## src/rtl/mixcol_serial.sv

```systemverilog
module mixcol_serial (
  input  logic       clk,
  input  logic       rst_n,
  input  logic       in_valid,
  input  logic [7:0] in_byte,
  input  logic       inv_sel,
  output logic [7:0] col_out0,
  output logic [7:0] col_out1,
  output logic [7:0] col_out2,
  output logic [7:0] col_out3,
  output logic       out_valid
);
  localparam int NB = 4;

  logic [1:0] pos;
  logic       mode_q;
  logic [7:0] acc [NB];
  logic [7:0] prod [NB];

  function automatic logic [7:0] xt(input logic [7:0] a);
    return {a[6:0], 1'b0} ^ (a[7] ? 8'h1b : 8'h00);
  endfunction

  wire       first = (pos == 2'd0);
  wire       mode  = first ? inv_sel : mode_q;
  wire [7:0] m1 = in_byte;
  wire [7:0] m2 = xt(m1);
  wire [7:0] m4 = xt(m2);
  wire [7:0] m8 = xt(m4);
  wire [7:0] m3 = m2 ^ m1;
  wire [7:0] mc = m8 ^ m4;

  assign prod[0] = m2 ^ (mode ? mc : 8'h00);
  assign prod[1] = m3 ^ (mode ? m8 : 8'h00);
  assign prod[2] = m1 ^ (mode ? mc : 8'h00);
  assign prod[3] = m1 ^ (mode ? m8 : 8'h00);

  always_ff @(posedge clk) begin
    if (!rst_n) begin
      pos       <= 2'd0;
      mode_q    <= 1'b0;
      out_valid <= 1'b0;
    end else begin
      out_valid <= in_valid && (pos == 2'd3);
      if (in_valid) begin
        pos <= pos + 2'd1;
        if (first) mode_q <= inv_sel;
      end
    end
  end

  for (genvar i = 0; i < NB; i++) begin : g_acc
    localparam logic [1:0] ROW = 2'(i);
    wire [1:0] k = pos - ROW;
    always_ff @(posedge clk) begin
      if (!rst_n) acc[i] <= 8'h00;
      else if (in_valid) acc[i] <= (first ? 8'h00 : acc[i]) ^ prod[k];
    end
  end

  assign col_out0 = acc[0];
  assign col_out1 = acc[1];
  assign col_out2 = acc[2];
  assign col_out3 = acc[3];

  assert_strobe_source_R5: assert property (@(posedge clk) disable iff (!rst_n)
    in_valid && pos == 2'd3 |=> out_valid);
  assert_strobe_single_R5: assert property (@(posedge clk) disable iff (!rst_n)
    out_valid |=> !out_valid);
  assert_idle_pos_R6: assert property (@(posedge clk) disable iff (!rst_n)
    !in_valid |=> $stable(pos));
  assert_idle_hold_R6: assert property (@(posedge clk) disable iff (!rst_n)
    !in_valid |=> $stable(col_out0) && $stable(col_out1) && $stable(col_out2) && $stable(col_out3));
  assert_mode_hold_R4: assert property (@(posedge clk) disable iff (!rst_n)
    in_valid && pos != 2'd0 |=> $stable(mode_q));
endmodule

```

## config.mk

```make
export PLATFORM = sky130hd
export DESIGN_NAME = mixcol_serial
export DESIGN_NICKNAME = d
export VERILOG_FILES = /design/src/rtl/mixcol_serial.sv
export SDC_FILE = /design/constraint.sdc
export NUM_CORES = 1
export LEC_CHECK = 0
export ABC_AREA = 1
export BUFFER_PORTS_ARGS = -buffer_cell sky130_fd_sc_hd__buf_2
export CORE_UTILIZATION = 24
export CTS_CLUSTER_DIAMETER = 80
export DETAILED_ROUTE_END_ITERATION = 16
export SLEW_MARGIN = 30
export SYNTH_ARGS = -nofsm -noshare
export SYNTH_HDL_FRONTEND = slang
export SYNTH_SLANG_ARGS = --single-unit
```

## constraint.sdc

```tcl
create_clock -name clk -period 6.3 [get_ports clk]
set_clock_uncertainty 0.15 [all_clocks]
set_input_delay 1.89 -clock clk [delete_from_list [all_inputs] [get_ports clk]]
set_output_delay 1.89 -clock clk [all_outputs]
set_load 0.005 [all_outputs]
```

==> impl_metrics.yaml <==
global_routing:
  track_usage_pct: 12.9
  grt_max_degree: 35
  grt_pass1_wl_um: 14600
  grt_overflow: 0
  antenna_found_initial: 0
  grt_pass1_vias: 2874
clock_tree:
  cts_resized: 0
  cts_hold_buf: 0
  clk_path_buf_depth: 2
  htreeDepth: 2
  clock_tree.root_cell: "clkbuf_16"
  clock-sinks: 36
  clk_latency_ns: 0.28
  cts_setup_buffers: 0
  cts.clk_slew.worst_paths_ns: 0.06
  tritoncts: "done"
  numCtsBuffers: 5
critical_path:
  critical-path-max-stage-delay_ns: 0.75
  cp_common_cell: "nand2_1"
  cp.required_ns: 6.19
  critPathBufInv: 1
  r2r_setup_slack_ns: 2.46
  setup.worst_path.end_class: "flip-flop"
  cp.arrival_ns: 3.74
  cp_top_family: "compound AO/OA/AOI/OAI gates"
  start_kind: "flip-flop"
  crit_chain: "clkinv_1 -> ha_1 -> o21ai_4 -> nand2_1 -> xor2_1 -> o21ai_1 -> o21ai_0 -> nand2_1 -> nand2_1 -> nor2_1"
  path_class: "flip-flop to flip-flop"
  critPathMaxFanout: 18
  cp_slowest_cell: "dfxtp_1"
pwr:
  clockPowerShare_pct: 28.6
  switching_share_pct: 37.1
  switchingPower_w: 0.000318
  p_per_area_nw_per_um2: 233
  power.share.sequential_pct: 35.7
  p_comb_share_pct: 35.7
  peakVddDrop_mv: 0.0933
  internal_power_w: 0.000539
  p_leak_nw: 1.70
placed_design:
  dp_hpwl_um: 6480
  io_buffer_count: 44
  placed_area_um2: 3540
  globalplace.congestion: 0.826
  dp.cells: 697
sta:
  holdWs_ns: 0.402
  period_share_pct: 61.0
  slew_headroom_pct: 55.0
  max_freq_mhz: 260
  slew_violations: 0
  period_needed_ns: 3.84
  tns_ns: 0
  rsz0062_at_grt: "false"
  setup_viol: 0
  hold_viol_final: 0
  worstMarginPinSlew_ns: 0.674
route:
  wl_per_cell_um: 12.3
  vias_per_cell: 4.46
  wirelength_um: 8700
  vias: 3146
  drc: 0
  drtIter0Drc: 212
  drtAntennaViolNets: 0
  drt-pass1-iter-count: 5
cells_and_area:
  drive_above_1_share_pct: 12.9
  fillers: 1428
  syn_to_final_growth_pct: 14.6
  nets: 546
  layoutNonFillerInstCount: 705
  antenna_cells: 0
  design_area_um2: 3680
  utilization_pct: 28.7
synth:
  synth_ff_type: "edfxtp_1"
  synth_area_um2: 3210
  synth.distinct_cells: 28
  yosysWarnings: 0
  synth_seq_cells: 36
  seq_area_frac_synth_pct: 32.4
  syn_avg_cell_area_um2: 6.38
  synth_fp_nets: 518
  yosysTopAreaCell: "edfxtp_1"
  synth.top_cell.area_share_pct: 29.9
  synth-edff-count: 32
  async_reset_ff_share_pct: 0
  synthTopCellsByArea: "edfxtp_1 (30%), nand2_1 (21%), nand3_1 (14%), nor2_1 (6.5%), xor2_1 (6.3%)"
  synthCells: 504
die:
  ios: 45
  dieArea_um2: 13900
  initial_utilization_pct: 25.1
  die_w_um: 118
  num_rows: 41
  coreArea_um2: 12800
  die_h_um: 118
min_path:
  min_path_type: "flip-flop to flip-flop"
flow_run:
  cap_violations: 0
outcome:
  outcome: "completed"
==> power by group through the flow <==
stage                     logic, W  clock network (W)  registers, W
after CTS                 0.000309           0.000250      0.000307
after detailed placement  0.000307                  0      0.000312
after global routing      0.000354           0.000262      0.000310
after floorplan           0.000233                  0      0.000310
after global placement    0.000306                  0      0.000311
final                     0.000306           0.000245      0.000306
==> cell usage after synthesis (all sizes together) (3+ instances only) <==
cell	count
buf	14
nand3	90
edfxtp	32
xnor2	3
nand2	188
clkbuf	12
nor2	57
xor2	24
inv	24
a21oi	17
o21ai	29
dfxtp	4
==> cell usage in the layout, fill, tap and decap left out <==
cell type	n
a21oi_1	17
buf_2	44
buf_4	3
clkbuf_1	1
clkbuf_16	5
clkinv_1	3
clkinvlp_4	1
dfxtp_1	4
edfxtp_1	32
ha_1	2
inv_1	17
inv_2	6
inv_4	1
nand2_1	184
nand2_2	4
nand3_1	88
nand3_2	2
nand4_1	2
nor2_1	56
nor2_4	1
o21ai_0	11
o21ai_1	17
o21ai_4	1
o22ai_1	2
or2_1	2
xnor2_1	3
xor2_1	23
xor2_2	1
==> worst min-delay path, stage by stage (launching register included) <==
cell	delay, ns
dfxtp_1	0.30
inv_1	0.10
o22ai_1	0.10
==> path summary, 6_finish.rpt <==
path / from / endpoint / depth (start not counted)
max: pos[1]$_SDFFE_PN0P_ / acc[2][0]$_SDFFCE_PN0P_ / 10
min: mode_q$_SDFFE_PN0P_ / mode_q$_SDFFE_PN0P_ / 2
max reg2reg: pos[1]$_SDFFE_PN0P_ / acc[2][0]$_SDFFCE_PN0P_ / 10
min reg2reg: mode_q$_SDFFE_PN0P_ / mode_q$_SDFFE_PN0P_ / 2
==> state kept, by name (all words and copies together) (netlist names) <==
name	cells
pos	2
out_valid	1
acc	32
mode_q	1
==> layout make-up <==
class / instances / area (um2) / area share (%)
sequential: 36 / 1040 / 28.3
inverter: 26 / 100 / 2.72
clock inverter: 2 / 11.3 / 0.306
multi-input combinational: 416 / 1950 / 52.8
tap: 172 / 215 / 5.84
clock buffer: 6 / 129 / 3.50
timing repair buffer: 47 / 243 / 6.59
==> cell families after synthesis <==
family,count (synthesis),share of synthesized area [%]
AOI/OAI and AO/OA,48,7.90
xor gates and xnor gates,27,7.59
adders and majority gates,2,0.778
buffers and inverters,52,7.08
DFF,36,32.4
and+or+nand+nor,339,44.3
==> stage by stage <==
stage / total power, W / worst slack, ns
after floorplan: 0.000543 / 2.88
after global placement: 0.000617 / 2.51
after detailed placement: 0.000619 / 2.46
after CTS: 0.000866 / 2.47
after global routing: 0.000926 / 2.05
final: 0.000858 / 2.46
==> per-layer routing <==
metal	up-vias	share of wire (%)	global-route usage (%)
met5	-	0	0
met4	0	0.59	2.72
met3	5	4.5	2.13
met2	59	45	20.7
met1	1379	50	18.0
li1	1703	-	-
Note: power is estimated with default switching activity, not from simulation.
